--- config.mk ---
export PLATFORM = sky130hd
export DESIGN_NAME = irq_ctl
export DESIGN_NICKNAME = d
export VERILOG_FILES = /design/src/rtl/irq_ctl_pkg.sv /design/src/rtl/irq_req_capture.sv /design/src/rtl/irq_prio.sv /design/src/rtl/irq_cfg_regs.sv /design/src/rtl/irq_ctl.sv
export SDC_FILE = /design/constraint.sdc
export NUM_CORES = 1
export LEC_CHECK = 0
export BUFFER_PORTS_ARGS = -buffer_cell sky130_fd_sc_hd__buf_2
export CAP_MARGIN = 20
export CORE_MARGIN = 1.5
export CORE_UTILIZATION = 30
export DETAILED_ROUTE_END_ITERATION = 16
export PLACE_DENSITY = 0.47
export SYNTH_ARGS = -nofsm -noshare
export SYNTH_HDL_FRONTEND = slang
export SYNTH_SLANG_ARGS = --single-unit
--- constraint.sdc ---
create_clock -name clk -period 1.85 [get_ports clk]
set_clock_uncertainty 0.05 [all_clocks]
set_input_delay 0.185 -clock clk [delete_from_list [all_inputs] [get_ports clk]]
set_output_delay 0.185 -clock clk [all_outputs]
set_load 0.005 [all_outputs]
--- src/rtl/irq_ctl_pkg.sv ---
package irq_ctl_pkg;

   typedef enum logic [1:0] {
      CFG_IDLE,
      CFG_BASE,
      CFG_MASK,
      CFG_RUN
   } cfg_state_e;

   // command-word bit positions decoded at address 0
   localparam int unsigned CMD_START_POS = 4;
   localparam int unsigned CMD_SEL_POS   = 3;
   localparam int unsigned CMD_EOI_POS   = 5;
   localparam int unsigned CMD_RSEL_POS  = 0;

endpackage

--- src/rtl/irq_req_capture.sv ---
module irq_req_capture #(
   parameter int unsigned N_IN        = 8,
   parameter int unsigned SYNC_STAGES = 0
) (
   input  logic            clk,
   input  logic            rst_n,
   input  logic [N_IN-1:0] req_i,
   input  logic            clear_all_i,
   input  logic            ack_take_i,
   input  logic [N_IN-1:0] ack_onehot_i,
   output logic [N_IN-1:0] irr_o
);

   logic [N_IN-1:0] req_s;
   logic [N_IN-1:0] prev_q;
   logic [N_IN-1:0] irr_q;
   logic [N_IN-1:0] rise;
   logic [N_IN-1:0] take_mask;

   generate
      if (SYNC_STAGES == 0) begin : g_direct
         assign req_s = req_i;
      end else begin : g_sync
         logic [N_IN-1:0] sync_q [SYNC_STAGES];
         always_ff @(posedge clk or negedge rst_n) begin
            if (!rst_n) begin
               for (int s = 0; s < SYNC_STAGES; s++) sync_q[s] <= '0;
            end else begin
               sync_q[0] <= req_i;
               for (int s = 1; s < SYNC_STAGES; s++) sync_q[s] <= sync_q[s-1];
            end
         end
         assign req_s = sync_q[SYNC_STAGES-1];
      end
   endgenerate

   assign rise      = req_s & ~prev_q;
   assign take_mask = ack_take_i ? ack_onehot_i : '0;

   always_ff @(posedge clk or negedge rst_n) begin
      if (!rst_n) begin
         prev_q <= '0;
         irr_q  <= '0;
      end else begin
         prev_q <= req_s;
         if (clear_all_i) irr_q <= '0;
         else             irr_q <= (irr_q & ~take_mask) | rise;
      end
   end

   assign irr_o = irr_q;

endmodule

--- src/rtl/irq_prio.sv ---
module irq_prio #(
   parameter int unsigned N_IN = 8,
   localparam int unsigned IDX_W = $clog2(N_IN)
) (
   input  logic [N_IN-1:0]  irr_i,
   input  logic [N_IN-1:0]  imr_i,
   input  logic [N_IN-1:0]  isr_i,
   output logic             hit_o,
   output logic [IDX_W-1:0] idx_o,
   output logic [N_IN-1:0]  hit_onehot_o,
   output logic [N_IN-1:0]  isr_top_o
);

   logic [N_IN-1:0] cand;
   logic [N_IN-1:0] allowed;
   logic [N_IN-1:0] qual;
   logic [N_IN-1:0] isr_top;

   always_comb begin
      cand    = irr_i & ~imr_i;
      isr_top = isr_i & (~isr_i + N_IN'(1));
      allowed = (isr_i == '0) ? '1 : (isr_top - N_IN'(1));
      qual    = cand & allowed;
      idx_o   = '1;
      for (int i = N_IN - 1; i >= 0; i--) begin
         if (qual[i]) idx_o = IDX_W'(i);
      end
   end

   assign hit_o        = |qual;
   assign hit_onehot_o = qual & (~qual + N_IN'(1));
   assign isr_top_o    = isr_top;

endmodule

--- src/rtl/irq_cfg_regs.sv ---
module irq_cfg_regs
   import irq_ctl_pkg::*;
#(
   parameter int unsigned N_IN = 8,
   parameter int unsigned DW   = 8,
   localparam int unsigned IDX_W  = $clog2(N_IN),
   localparam int unsigned BASE_W = DW - IDX_W
) (
   input  logic              clk,
   input  logic              rst_n,
   input  logic              wr_en_i,
   input  logic              addr_i,
   input  logic [DW-1:0]     wdata_i,
   input  logic              ack_take_i,
   input  logic [N_IN-1:0]   ack_onehot_i,
   input  logic [N_IN-1:0]   isr_top_i,
   output logic              ready_o,
   output logic [BASE_W-1:0] base_o,
   output logic [N_IN-1:0]   imr_o,
   output logic [N_IN-1:0]   isr_o,
   output logic              rsel_isr_o,
   output logic              start_o,
   output logic              eoi_o
);

   cfg_state_e        state_q;
   logic [BASE_W-1:0] base_q;
   logic [N_IN-1:0]   imr_q;
   logic [N_IN-1:0]   isr_q;
   logic              rsel_q;
   logic              run;
   logic              cmd_wr;
   logic              sel_wr;
   logic              hi_wr;
   logic [N_IN-1:0]   eoi_clr;
   logic [N_IN-1:0]   ack_set;

   assign run     = (state_q == CFG_RUN);
   assign hi_wr   = wr_en_i & addr_i;
   assign start_o = wr_en_i & ~addr_i & wdata_i[CMD_START_POS];
   assign cmd_wr  = wr_en_i & ~addr_i & ~wdata_i[CMD_START_POS] & run;
   assign eoi_o   = cmd_wr & ~wdata_i[CMD_SEL_POS] & wdata_i[CMD_EOI_POS];
   assign sel_wr  = cmd_wr & wdata_i[CMD_SEL_POS];
   assign eoi_clr = eoi_o ? isr_top_i : '0;
   assign ack_set = ack_take_i ? ack_onehot_i : '0;

   always_ff @(posedge clk or negedge rst_n) begin
      if (!rst_n) begin
         state_q <= CFG_IDLE;
         base_q  <= '0;
         imr_q   <= '1;
         isr_q   <= '0;
         rsel_q  <= 1'b0;
      end else begin
         if (start_o) begin
            state_q <= CFG_BASE;
            isr_q   <= '0;
            rsel_q  <= 1'b0;
         end else begin
            isr_q <= (isr_q & ~eoi_clr) | ack_set;
            if (sel_wr) rsel_q <= wdata_i[CMD_RSEL_POS];
            if (hi_wr) begin
               unique case (state_q)
                  CFG_BASE: begin
                     base_q  <= wdata_i[DW-1:IDX_W];
                     state_q <= CFG_MASK;
                  end
                  CFG_MASK: begin
                     imr_q   <= wdata_i[N_IN-1:0];
                     state_q <= CFG_RUN;
                  end
                  CFG_RUN:  imr_q <= wdata_i[N_IN-1:0];
                  default:  state_q <= state_q;
               endcase
            end
         end
      end
   end

   assign ready_o    = run;
   assign base_o     = base_q;
   assign imr_o      = imr_q;
   assign isr_o      = isr_q;
   assign rsel_isr_o = rsel_q;

endmodule

--- src/rtl/irq_ctl.sv ---
module irq_ctl #(
   parameter int unsigned N_IN        = 8,
   parameter int unsigned DW          = 8,
   parameter int unsigned SYNC_STAGES = 0,
   localparam int unsigned IDX_W  = $clog2(N_IN),
   localparam int unsigned BASE_W = DW - IDX_W
) (
   input  logic            clk,
   input  logic            rst_n,
   input  logic            wr_en_i,
   input  logic            addr_i,
   input  logic [DW-1:0]   wdata_i,
   output logic [DW-1:0]   rdata_o,
   input  logic [N_IN-1:0] req_i,
   output logic            int_o,
   input  logic            ack_i,
   output logic [DW-1:0]   vec_o
);

   generate
      if (N_IN < 2 || (1 << IDX_W) != N_IN || N_IN > DW) begin : g_bad_cfg
         $error("irq_ctl: N_IN must be a power of two between 2 and DW");
      end
      if (DW <= IDX_W) begin : g_bad_dw
         $error("irq_ctl: DW must leave room for the vector base");
      end
   endgenerate

   logic              ready;
   logic [BASE_W-1:0] base;
   logic [N_IN-1:0]   imr;
   logic [N_IN-1:0]   isr;
   logic [N_IN-1:0]   irr;
   logic              rsel_isr;
   logic              start;
   logic              eoi;
   logic              hit;
   logic [IDX_W-1:0]  idx;
   logic [N_IN-1:0]   hit_onehot;
   logic [N_IN-1:0]   isr_top;
   logic              ack_take;

   assign int_o    = ready & hit;
   assign ack_take = ack_i & int_o;

   irq_cfg_regs #(.N_IN(N_IN), .DW(DW)) u_cfg (
      .clk          (clk),
      .rst_n        (rst_n),
      .wr_en_i      (wr_en_i),
      .addr_i       (addr_i),
      .wdata_i      (wdata_i),
      .ack_take_i   (ack_take),
      .ack_onehot_i (hit_onehot),
      .isr_top_i    (isr_top),
      .ready_o      (ready),
      .base_o       (base),
      .imr_o        (imr),
      .isr_o        (isr),
      .rsel_isr_o   (rsel_isr),
      .start_o      (start),
      .eoi_o        (eoi)
   );

   irq_req_capture #(.N_IN(N_IN), .SYNC_STAGES(SYNC_STAGES)) u_cap (
      .clk          (clk),
      .rst_n        (rst_n),
      .req_i        (req_i),
      .clear_all_i  (start),
      .ack_take_i   (ack_take),
      .ack_onehot_i (hit_onehot),
      .irr_o        (irr)
   );

   irq_prio #(.N_IN(N_IN)) u_prio (
      .irr_i        (irr),
      .imr_i        (imr),
      .isr_i        (isr),
      .hit_o        (hit),
      .idx_o        (idx),
      .hit_onehot_o (hit_onehot),
      .isr_top_o    (isr_top)
   );

   always_comb begin
      if (addr_i)        rdata_o = DW'(imr);
      else if (rsel_isr) rdata_o = DW'(isr);
      else               rdata_o = DW'(irr);
   end

   assign vec_o = ack_i ? {base, idx} : '0;

endmodule

# [Word level (Yosys, flattened, before mapping)]
# Index checks and enable logic that the tools add are counted.
[totals] out_inout_bits=17 inputBits=21 elab_cells=71 register_bits=40
[classes] bitwise=29 n_reduce_logical=9 n_eq_ne=3 add_sub_neg=3 mux=20
[op_table] op="two-way mux 8 bit" n=8
[op_table] op="AND 8 bit" n=7
[op_table] op="inverter 8 bit" n=6
[op_table] op="adder 8 x 1 -> 8 bit, second input constant" n=2
[op_table] op="bitwise OR 8 bit" n=2
[op_table] op="two-way mux 3 bit" n=4
[op_table] op="AND 1 bit" n=10
[op_table] op="logical NOT 8 bit" n=1
[op_table] op="two-way mux 2 bit" n=4
[op_table] op="OR reduction 8 bit" n=1
[op_table] op="subtractor 8 x 1 -> 8 bit, second input constant" n=1
[op_table] op="AND reduction 3 bit" n=2
[op_table] op="== test 2 bit, second input constant" n=2
[op_table] op="inverter 1 bit" n=4
[op_table] op="case mux 2 bit (2 select lines)" n=1
[op_table] op="nonzero test 2 bit" n=2
[op_table] op="two-way mux 1 bit" n=3
[op_table] op="nonzero test 3 bit" n=1
[op_table] op="== test 2 x 1 -> 1 bit, second input constant" n=1
[op_table] op="AND reduction 2 bit" n=1
[op_table] op="OR reduction 2 bit" n=1

# [Depth between registers and ports, before layout]
# Gate-level depths: netlist (run 1).
[logic_depth] depth_word=14 depth_mapped=6

# [Modules after synthesis]
# From an unflattened synthesis (run 1), not the netlist that was laid out.
[unflattened] cells_unflattened=206 area_unflattened_um2=2170.8
[by_module_without_submodules] mod="irq_cfg_regs" n_inst=1 cells_each=80 area_per_inst_um2=1018.5 seq_area_each_um2=610.6
[by_module_without_submodules] mod="irq_req_capture" n_inst=1 cells_each=42 area_per_inst_um2=593.1 seq_area_each_um2=400.4
[by_module_without_submodules] mod="irq_prio" n_inst=1 cells_each=48 area_per_inst_um2=324.1 seq_area_each_um2=0.0
[by_module_without_submodules] mod="irq_ctl" n_inst=1 cells_each=36 area_per_inst_um2=235.2 seq_area_each_um2=0.0

# [Worst setup path after synthesis (run 1)]
# Ideal clock, no wire load.
[synth_timing] path_type="reg-to-reg" startpoint="reg u_cfg.isr_q[3] (netlist: u_cfg.isr_o[3])" endpoint="reg u_cfg.isr_q[7] (netlist: u_cfg.isr_o[7])" setup_slack_ns=-0.178 arrival_ns=1.912 stages_incl_launch_ff=6 t_required_ns=1.734 setup_ns=0.066 path_cell_list="dfrtp_1 > or4_1 > buf_2 > or4_4 > nor4_4 > a31o_1"
[synth_via] elab_chain_cells=12 word_cells_on_any_way=19 classes_between="add/sub (3); mux (4); bitwise (10); reduce/logical (2)"
[synth_lines] element="from (decl)" line_no="irq_cfg_regs.sv:29" text="logic [N_IN-1:0] isr_q;"
[synth_lines] element="from (signal assigned)" line_no="irq_cfg_regs.sv:60" text="isr_q <= (isr_q & ~eoi_clr) | ack_set;"
[synth_lines] element="inverter 8 bit" line_no="irq_prio.sv:21" text="isr_top = isr_i & (~isr_i + N_IN'(1));"
[synth_lines] element="adder 8 x 1 -> 8 bit" line_no="irq_prio.sv:21"
[synth_lines] element="AND 8 bit" line_no="irq_prio.sv:21"
[synth_lines] element="subtractor 8 x 1 -> 8 bit" line_no="irq_prio.sv:22" text="allowed = (isr_i == '0) ? '1 : (isr_top - N_IN'(1));"
[synth_lines] element="two-way mux 8 bit" line_no="irq_prio.sv:22"
[synth_lines] element="AND 8 bit" line_no="irq_prio.sv:23" text="qual = cand & allowed;"
[synth_lines] element="inverter 8 bit / OR reduction 8 bit (equally long branches)" line_no="irq_prio.sv:31, irq_prio.sv:30"
[synth_lines] element="adder 8 x 1 -> 8 bit / AND 1 bit (equally long branches)" line_no="irq_prio.sv:31, irq_ctl.sv:43"
[synth_lines] element="AND 8 bit / AND 1 bit (equally long branches)" line_no="irq_prio.sv:31, irq_ctl.sv:44"
[synth_lines] element="two-way mux 8 bit" line_no="irq_cfg_regs.sv:45" text="assign ack_set = ack_take_i ? ack_onehot_i : '0;"
[synth_lines] element="bitwise OR 8 bit (*)" line_no="irq_cfg_regs.sv:60"
[synth_lines] element="two-way mux 8 bit (*)" line_no="irq_cfg_regs.sv:55" text="if (start_o) begin"
# Mark *: on every way between the ends. The rest lies on a longest branch, timed or not.
# A chain may end at the register's enable or synchronous reset.

# [Worst setup path in the final report (run 1)]
[layout_timing] startpoint="reg u_cfg.isr_q[2] (netlist: u_cfg.isr_o[2])" endpoint="out vec_o[1]"
[layout_via] elab_chain_cells=13 word_cells_on_any_way=14 classes_between="add/sub (2); mux (8); bitwise (3); reduce/logical (1)"
[layout_lines] element="inverter 8 bit" line_no="irq_prio.sv:21"
[layout_lines] element="adder 8 x 1 -> 8 bit" line_no="irq_prio.sv:21"
[layout_lines] element="AND 8 bit" line_no="irq_prio.sv:21"
[layout_lines] element="subtractor 8 x 1 -> 8 bit" line_no="irq_prio.sv:22"
[layout_lines] element="two-way mux 8 bit (*)" line_no="irq_prio.sv:22"
[layout_lines] element="AND 8 bit (*)" line_no="irq_prio.sv:23"
[layout_lines] element="two-way mux 2 bit (2 in series)" line_no="irq_prio.sv:26" text="if (qual[i]) idx_o = IDX_W'(i);"
[layout_lines] element="two-way mux 3 bit (3 in series)" line_no="irq_prio.sv:26"
[layout_lines] element="two-way mux 3 bit (*)" line_no="irq_prio.sv:26"
[layout_lines] element="two-way mux 8 bit (*)" line_no="irq_ctl.sv:90" text="assign vec_o = ack_i ? {base, idx} : '0;"
[layout_lines] element="to (decl)" line_no="irq_ctl.sv:17" text="output logic [DW-1:0] vec_o"
# Marks and branches as above.

==> flow_summary.json, run 1 <==
{
  "post_route_core_utilization": 0.458,
  "cts.path.max_buffers": 2,
  "floorplan.initialDensity": 0.311,
  "synth_area_per_cell_um2": 10.3,
  "cellLeakagePower_nw": 1.40,
  "ys_ff_latch": 40,
  "r2r-end": "u_cfg.isr_o[5]",
  "yosys_most_used_dff": "dfrtp_1",
  "cts_tree": "done",
  "cts-root-buf": "clkbuf_8",
  "port_buffers": 37,
  "cp_max_fo": 4,
  "floorplan.core_area_um2": 6790,
  "reg2reg_depth": 8,
  "n_fill_cell": 642,
  "timing.hold.worst.start": "wdata_i[1]",
  "final.min_clock_period_ns": 2.14,
  "swShare": 0.378,
  "post-synth-top-area-cell": "dfrtp_1",
  "area_growth_pct": 47.3,
  "number_of_synthesized_flops_with_an_enable_pin": 0,
  "multi_input_area_um2": 1190,
  "worst_ep_required_time_ns": 1.62,
  "design.portCount": 38,
  "combPwrFrac": 0.593,
  "synthArstFlopShare": 1.00,
  "worst_slew_pin_slew_ns": 0.559,
  "grt.total_usage": 0.170,
  "post-dp-hpwl_mm": 4.18,
  "switching_power_mw": 1.97,
  "worst_setup_hold_path_clk_slew_ns": 0.08,
  "drtPass1Iterations": 4,
  "clk_pwr_share": 0.124,
  "grt_overflow": 0,
  "slew_headroom": 0.628,
  "mappedNetlistArea_um2": 2110,
  "design.final.nets": 321,
  "end_kind": "primary output",
  "postSynthCellCount": 205,
  "insertion_delay_ns": 0.29,
  "timing.setup.tns_ns": -1.92,
  "worstSetupStartpointType": "flop",
  "report.final.slew_viol_count": 0,
  "drt_iter0_drc": 72,
  "netlist.area_leader.share": 0.379,
  "fp.dieW_um": 86.9,
  "synthTopCellsByArea": "dfrtp_1 (38%), dfstp_2 (10%), mux2_2 (6.9%)",
  "max_freq_mhz": 467,
  "power.density_nw_per_um2": 1670,
  "largest_net_degree_at_the_start_of_global_routing": 41,
  "post_synth_num_cell_types": 42,
  "detail_route.vias_per_cell": 4.99,
  "report.final.setup_viol": 12,
  "layout-drive-gt1-share": 0.478,
  "cellInternalPower_mw": 3.24,
  "antenna-diode-count": 0,
  "floorplan.die_area_um2": 7550,
  "r2r-start": "u_cfg.isr_o[0]",
  "floorplan.die.height_um": 86.9,
  "finalWorstSetupSlack_ns": -0.290,
  "most-common-layout-cells": "buf_2 (37), buf_4 (37), dfrtp_1 (31)",
  "first_global_vias": 1918,
  "cts.sinks": 40,
  "outcome": "finished, violations left",
  "cts_inserted_buffers": 5,
  "totalPowerFinal_mw": 5.20,
  "finalWirelength_mm": 6.12,
  "post-route-drc-count": 0,
  "drtAntennaViolNets": 0,
  "detailroute.via_count": 1962,
  "wire_length_of_the_first_global_routing_pass_mm": 9.67,
  "worst_hold_path_type": "input port to flop",
  "startpoint": "u_cfg.isr_o[2]",
  "failed_checks": "setup timing",
  "pwr-share-seq": 0.283,
  "timing.final.crit_share": 1.16,
  "synth.yosys.warnings": 0,
  "hold_violations": 0,
  "synth_fp_nets": 229,
  "rsz0062_at_grt": "true",
  "antenna_violations_before_repair": 0,
  "cap_viol_max_count": 0,
  "critPathArrivalTime_ns": 1.91,
  "route.detailed.wl_per_inst_um": 15.6,
  "critPathKind": "flop to primary output",
  "site_row_count": 30,
  "rrSetupSlack_ns": -0.20,
  "gpl.final_weighted_congestion": 0.867,
  "yosysSeqAreaShare": 0.479,
  "seqCellArea_um2": 1010,
  "ir_worst_vdd_mv": 0.602,
  "clock_tree.htree_level_count": 2,
  "timing.critical_path.to": "vec_o[1]"
}
final cells by class:
type / count / area share
Clock buffer: 7 / 0.0310
Inverter: 6 / 0.00724
Multi-Input combinational cell: 151 / 0.384
Sequential cell: 40 / 0.326
Tap cell: 96 / 0.0386
Timing Repair Buffer: 93 / 0.214
worst max-delay path, cell delays in order (launching register included):
cell	delay (ns)
dfrtp_1	0.38
or4_4	0.56
buf_6	0.16
nor3_4	0.15
buf_6	0.13
a311oi_2	0.09
buf_2	0.15
power groups by stage:
| stage | clock (mW) | combinational, mW | sequential [mW] |
|---|---|---|---|
| 6_report | 0.644 | 3.09 | 1.47 |
| 5_1_grt | 0.690 | 3.31 | 1.52 |
| 4_1_cts | 0.659 | 2.71 | 1.46 |
| 3_5_place_dp | 0 | 2.30 | 1.46 |
| 3_3_place_gp | 0 | 2.33 | 1.45 |
| 2_1_floorplan | 0 | 1.28 | 1.40 |
per-layer routing:
| layer | vias up | global-route usage | wire [um] |
|---|---|---|---|
| li1 | 943 | - | - |
| met1 | 968 | 0.234 | 2930 |
| met2 | 43 | 0.268 | 2910 |
| met3 | 8 | 0.0322 | 177 |
| met4 | 0 | 0.0587 | 101 |
| met5 | - | 0 | 0 |
Yosys cell counts (2+ instances only):
cell type  number
o41ai_1         3
nand3_1         3
mux2_2         13
or3b_2          2
o21ai_0        17
nor2b_1         9
o31ai_1         3
or3_1           3
mux2i_1         8
nor2_1          6
nand2b_1        7
nand4_1         3
nor4b_1         2
nor3_1          5
dfrtp_1        32
a31o_1          2
nand2_1        14
o311a_1         2
a31oi_1         2
nor4_1          3
or4b_2          2
o211ai_1        2
dfstp_2         8
clkbuf_1        7
and2_1          6
a21oi_1        17
ha_1            3
o22ai_1         2
inv_1           6
worst min path at each step:
stage	endpoint	depth (start not counted)
6_report	u_cfg.imr_o[1]	2
5_1_grt	u_cfg.imr_o[2]	2
4_1_cts	u_cfg.imr_o[1]	2
3_5_place_dp	u_cap.prev_q[3]	2
3_3_place_gp	u_cap.prev_q[2]	2
2_1_floorplan	u_cap.irr_o[0]	0
flip-flops by register name (all words and copies together) (netlist names):
signal            count
u_cfg.base_o          5
u_cfg.state_q         2
u_cfg.rsel_isr_o      1
u_cfg.imr_o           8
u_cap.prev_q          8
u_cfg.isr_o           8
u_cap.irr_o           8
cells by family after synthesis:
group | share of synthesized area
flops | 0.479
compound gates | 0.161
fa+ha+maj | 0.0178
mux | 0.107
buf+inv | 0.0255
simple gates | 0.210
through the flow:
| step | area, um2 | hold WS [ns] | setup slack (ns) | cells |
|---|---|---|---|---|
| after global placement | 2680 | 0.243 | -0.212 | 369 |
| after floorplan | 2120 | -0.161 | -0.178 | 205 |
| final | 3110 | 0.0737 | -0.290 | 393 |
| after global routing | 3110 | 0.0703 | -0.357 | 393 |
| after detailed placement | 2680 | 0.251 | -0.240 | 369 |
| after CTS | 3000 | 0.0714 | -0.320 | 389 |
what timing repair did:
| action | in CTS | in global routing |
|---|---|---|
| buffers inserted | 4 | 6 |
| resized for setup | 26 | 19 |
| pin swaps | 8 | 13 |
| endpoints found under the setup margin | 15 | 17 |
| gates cloned | 0 | 0 |
| hold buffers | 9 | 0 |
| hold endpoints to repair | 40 | 0 |
Note: power is estimated with default switching activity, not from simulation.
==> run 2: changes to the inputs <==
--- a/config.mk
+++ b/config.mk
@@ -14,3 +14,4 @@
 export SYNTH_ARGS = -nofsm -noshare
 export SYNTH_HDL_FRONTEND = slang
 export SYNTH_SLANG_ARGS = --single-unit
+export TNS_END_PERCENT = 10
==> run 2 against run 1 <==
  * The flow still finishes with violations (setup timing)
  * Via count is 3.2% lower
  * Global-route usage fell by 0.52 points
  * Final cell count shrank 1.8%
  * Count of clock-buffer cells in the layout fell by 1
  * Non-clock buffer count is 8 lower
  * Critical path type unchanged
  * Critical endpoint is now vec_o[0]
  * Largest cell class unchanged
  * Largest power group unchanged
  * Highest routed layer unchanged
==> flow_summary.json, run 2 (synthesis results as in run 1) <==
{
  "outcome": "finished, violations left",
  "failed_checks": "setup timing",
  "swShare": 0.371,
  "worst_slew_pin_slew_ns": 0.514,
  "drtAntennaViolNets": 0,
  "post-route-drc-count": 0,
  "antenna_violations_before_repair": 0,
  "timing.final.crit_share": 1.18,
  "fp.dieW_um": 86.9,
  "cts.path.max_buffers": 2,
  "ir_worst_vdd_mv": 0.627,
  "clock_tree.htree_level_count": 2,
  "report.final.setup_viol": 14,
  "use_met2": 0.264,
  "worst_ep_required_time_ns": 1.62,
  "cts-root-buf": "clkbuf_8",
  "detailedPlace.worstSlack_ns": -0.245,
  "port_buffers": 37,
  "finalWirelength_mm": 5.79,
  "floorplan.die_area_um2": 7550,
  "drt_iter0_drc": 59,
  "power.density_nw_per_um2": 1640,
  "combPwrFrac": 0.551,
  "detailroute.via_count": 1899,
  "largest_net_degree_at_the_start_of_global_routing": 41,
  "area_growth_pct": 40.2,
  "critPathTopFamily": "simple AND/OR/NAND/NOR gates",
  "top_usage_layer": "met2",
  "timing.setup.tns_ns": -2.91,
  "fin_worst_hold_slack_ns": 0.0708,
  "met1_use_gr": 0.228,
  "cts_tree": "done",
  "cpPeakStageDelay_ns": 0.56,
  "grt.total_usage": 0.165,
  "cp_max_fo": 3,
  "antenna-diode-count": 0,
  "cp.buffers_inverters": 1,
  "worst_hold_path_type": "input port to flop",
  "layout-drive-gt1-share": 0.421,
  "pwr-share-seq": 0.302,
  "post-dp-hpwl_mm": 4.12,
  "n_fill_cell": 675,
  "most-common-layout-cells": "buf_2 (37), buf_4 (36), dfrtp_1 (32)",
  "site_row_count": 30,
  "cellLeakagePower_nw": 1.35,
  "insertion_delay_ns": 0.29,
  "cts.sinks": 40,
  "critPathArrivalTime_ns": 1.95,
  "gpl.final_weighted_congestion": 0.845,
  "end_kind": "primary output",
  "clk_pwr_share": 0.147,
  "final.min_clock_period_ns": 2.18,
  "cap_viol_max_count": 0,
  "floorplan.core_area_um2": 6790,
  "cellInternalPower_mw": 3.06,
  "worstSetupStartpointType": "flop",
  "fin_area_um2": 2960,
  "hold_violations": 0,
  "design.portCount": 38,
  "grt_overflow": 0,
  "route.detailed.wl_per_inst_um": 15.0,
  "finalWorstSetupSlack_ns": -0.333,
  "cts_inserted_buffers": 5,
  "floorplan.initialDensity": 0.311,
  "design.final.nets": 313,
  "wire_length_of_the_first_global_routing_pass_mm": 9.52,
  "detailed_place.area_um2": 2640,
  "first_global_vias": 1902,
  "slew_headroom": 0.653,
  "max_freq_mhz": 458,
  "floorplan.die.height_um": 86.9,
  "layout.cells.most_common": "buf_2",
  "critical_path.cell_chain": "or2_4 > or4b_4 > o211ai_1 > a31oi_1 > buf_2",
  "worst_setup_hold_path_clk_slew_ns": 0.08,
  "report.final.slew_viol_count": 0,
  "drtPass1Iterations": 4,
  "groute.layer.met3.usage": 0.0294,
  "critPathKind": "flop to primary output",
  "switching_power_mw": 1.80,
  "rsz0062_at_grt": "true",
  "crit_path_top_delay_cell": "or4b_4",
  "detail_route.vias_per_cell": 4.92
}
==> run 2: layout make-up <==
cell class | count | area [um2] | area share
sequential | 40 | 1010 | 0.342
timing repair buffer | 85 | 579 | 0.196
tap | 96 | 120 | 0.0406
clock inverter | 2 | 35.0 | 0.0118
inverter | 6 | 22.5 | 0.00761
clock buffer | 6 | 72.6 | 0.0245
multi-input combinational | 151 | 1120 | 0.378
==> run 2: routing by layer <==
metal | part of all wire | up-vias | wire length, um
met2 | 0.47 | 44 | 2750
met5 | 0 | - | 0
li1 | - | 924 | -
met1 | 0.48 | 923 | 2750
met4 | 0.013 | 0 | 73
met3 | 0.036 | 8 | 210
==> run 2: worst paths after layout <==
path                            startpoint         endpoint  slack [ns]  cells past startpoint
max reg2reg                 u_cfg.isr_o[2]   u_cfg.isr_o[7]       -0.32                      5
max in group asynchronous            rst_n   u_cfg.imr_o[0]        0.94                      3
min in group asynchronous            rst_n  u_cap.prev_q[3]        0.42                      3
min                             wdata_i[2]   u_cfg.imr_o[2]        0.07                      2
max                         u_cfg.isr_o[1]         vec_o[0]       -0.33                      5
min reg2reg                u_cap.prev_q[3]   u_cap.irr_o[3]        0.44                      2
==> run 2: what timing repair did <==
| action | 4_1_cts | 5_1_grt |
|---|---|---|
| endpoints found under the setup margin | 16 | 15 |
| hold buffers | 9 | 0 |
| hold endpoints to repair | 40 | 0 |
| pin swaps | 7 | 10 |
| buffers inserted | 3 | 2 |
| resized for setup | 16 | 7 |
==> run 2: power groups by stage <==
stage,Combinational (mW),Clock (mW),Sequential (mW)
5_1_grt,2.93,0.775,1.52
6_report,2.68,0.715,1.47
4_1_cts,2.55,0.730,1.46
3_5_place_dp,2.20,0,1.46
3_3_place_gp,2.20,0,1.46
2_1_floorplan,1.27,0,1.40
==> run 2: per-stage QoR <==
step	std cells	power (mW)	utilization
after floorplan	205	2.67	-
after global placement	364	3.65	0.389
after detailed placement	364	3.66	0.389
after CTS	384	4.73	0.430
after global routing	386	5.22	0.436
final	386	4.86	0.436
==> run 3: changes to the inputs <==
--- a/config.mk
+++ b/config.mk
@@ -8,9 +8,9 @@
 export BUFFER_PORTS_ARGS = -buffer_cell sky130_fd_sc_hd__buf_2
 export CAP_MARGIN = 20
 export CORE_MARGIN = 1.5
-export CORE_UTILIZATION = 30
+export CORE_UTILIZATION = 50
 export DETAILED_ROUTE_END_ITERATION = 16
-export PLACE_DENSITY = 0.47
+export PLACE_DENSITY = 0.73
 export SYNTH_ARGS = -nofsm -noshare
 export SYNTH_HDL_FRONTEND = slang
 export SYNTH_SLANG_ARGS = --single-unit
==> run 3 against run 2 <==
  * The flow still finishes with violations (setup timing)
  * Routed wire length is 4.2% lower
  * Worst setup slack gained 0.016 ns
  * Flip-flop and latch count did not move
  * Fmax increased by 0.72%
  * First-iteration DRC count increased to 2.7 times the previous value
  * Utilization rose by 27 points
  * Non-clock buffer count is 6 lower
  * Clock power is essentially flat
  * Critical path depth decreased by 1
  * Total power is 0.29% lower
==> flow_summary.json, run 3 (synthesis results as in run 1) <==
{
  "power.density_nw_per_um2": 1700,
  "drt_iter0_drc": 159,
  "hold_violations": 0,
  "report.final.slew_viol_count": 0,
  "cp_max_fo": 5,
  "most-common-layout-cells": "buf_2 (37), dfrtp_1 (32), buf_4 (29)",
  "timing.critical_path.to": "vec_o[1]",
  "worst_setup_hold_path_clk_slew_ns": 0.08,
  "rrSetupSlack_ns": -0.28,
  "cap_viol_max_count": 0,
  "cts-root-buf": "clkbuf_8",
  "worst_hold_path_type": "input port to flop",
  "design.final.nets": 307,
  "startpoint": "u_cfg.isr_o[0]",
  "worst_slew_pin_slew_ns": 0.505,
  "floorplan.core_area_um2": 4030,
  "n_fill_cell": 299,
  "antenna-diode-count": 0,
  "route.detailed.wl_per_inst_um": 16.6,
  "critPathArrivalTime_ns": 1.93,
  "first_global_vias": 1837,
  "wire_length_of_the_first_global_routing_pass_mm": 8.78,
  "cts_inserted_buffers": 5,
  "end_kind": "primary output",
  "grt_overflow": 0,
  "layout-drive-gt1-share": 0.401,
  "worst_ep_required_time_ns": 1.62,
  "slew_headroom": 0.658,
  "fp.dieW_um": 68.0,
  "r2r-end": "u_cfg.isr_o[5]",
  "worstSetupStartpointType": "flop",
  "port_buffers": 37,
  "insertion_delay_ns": 0.30,
  "gpl.final_weighted_congestion": 0.840,
  "site_row_count": 23,
  "floorplan.die_area_um2": 4620,
  "ir_worst_vdd_mv": 0.729,
  "largest_net_degree_at_the_start_of_global_routing": 41,
  "finalWorstSetupSlack_ns": -0.318,
  "final.min_clock_period_ns": 2.17,
  "timing.final.crit_share": 1.17,
  "clock_tree.htree_level_count": 2,
  "critPathKind": "flop to primary output",
  "cts_tree": "done",
  "grt.total_usage": 0.258,
  "r2r-start": "u_cfg.isr_o[3]",
  "drtAntennaViolNets": 0,
  "reg2reg_depth": 5,
  "post-dp-hpwl_mm": 3.74,
  "cts.path.max_buffers": 2,
  "critical_path.cell_chain": "or2_4 > or4b_4 > a311oi_2 > buf_2",
  "cts.sinks": 40,
  "area_growth_pct": 35.0,
  "max_freq_mhz": 461,
  "drtPass1Iterations": 5,
  "outcome": "finished, violations left",
  "post-route-drc-count": 0,
  "floorplan.initialDensity": 0.524,
  "fin_worst_hold_slack_ns": 0.0677,
  "totalPowerFinal_mw": 4.85,
  "design.portCount": 38,
  "cellLeakagePower_nw": 1.31,
  "report.final.setup_viol": 12,
  "rsz0062_at_grt": "true",
  "crit_path_top_delay_cell": "or4b_4",
  "antenna_violations_before_repair": 0,
  "floorplan.die.height_um": 68.0,
  "post_route_core_utilization": 0.707,
  "layout.cells.most_common": "buf_2",
  "finalWirelength_mm": 5.54,
  "failed_checks": "setup timing",
  "cpPeakStageDelay_ns": 0.53,
  "detail_route.vias_per_cell": 5.77,
  "detailroute.via_count": 1928
}
## run 3: worst min path at each step
stage	cells past startpoint	from	slack, ns	endpoint
after floorplan	0	rst_n	-0.16	u_cap.irr_o[0]
after global placement	2	rst_n	0.22	u_cap.prev_q[2]
after detailed placement	2	rst_n	0.22	u_cap.prev_q[2]
after CTS	2	wdata_i[2]	0.07	u_cfg.imr_o[2]
after global routing	2	wdata_i[1]	0.08	u_cfg.imr_o[1]
final	2	wdata_i[2]	0.07	u_cfg.imr_o[2]
## run 3: through the flow
stage               setup TNS [ns]  instances  setup slack, ns  area, um2
floorplan                    -1.19        205           -0.178       2110
global placement             -1.39        314           -0.190       2550
detailed placement           -1.60        314           -0.213       2550
CTS                          -1.63        332           -0.306       2800
global route                 -3.55        334           -0.362       2850
finish                       -2.72        334           -0.318       2850
## run 3: report_power, final
| part | switching, mW | total (mW) | internal (mW) |
|---|---|---|---|
| sequential | 0.290 | 1.51 | 1.22 |
| clock | 0.311 | 0.712 | 0.401 |
| combinational | 1.20 | 2.63 | 1.43 |
## run 3: final cells by class
type	instances	area (um2)	share of cell area
flip-flops and latches	40	1010	0.355
well taps	50	62.6	0.0219
clock inverters	2	35.0	0.0123
repair buffers	79	538	0.189
clock buffers	6	72.6	0.0255
inverters	6	22.5	0.00790
multi-input cells	151	1110	0.389
## run 3: worst max-delay path, delay by kind of cell (launching register included)
kind            cells  cell delay (ns)
compound gates      1             0.26
flops               1             0.43
simple gates        2             0.78
buf+inv             1             0.16
## run 3: repair_timing
| action | CTS | global route |
|---|---|---|
| hold endpoints to repair | 40 | 0 |
| hold buffers | 9 | 0 |
| pin swaps | 7 | 7 |
| gates resized for setup | 12 | 10 |
| endpoints found under the setup margin | 13 | 15 |
| setup buffers | 1 | 2 |
## run 3: metal layers
metal / vias up / part of all wire / wire, um / GRT usage
met1: 942 / 0.45 / 2500 / 0.351
met3: 10 / 0.049 / 271 / 0.0411
li1: 915 / - / - / -
met4: 0 / 0.013 / 70 / 0.110
met2: 61 / 0.49 / 2700 / 0.408
met5: - / 0 / 0 / 0
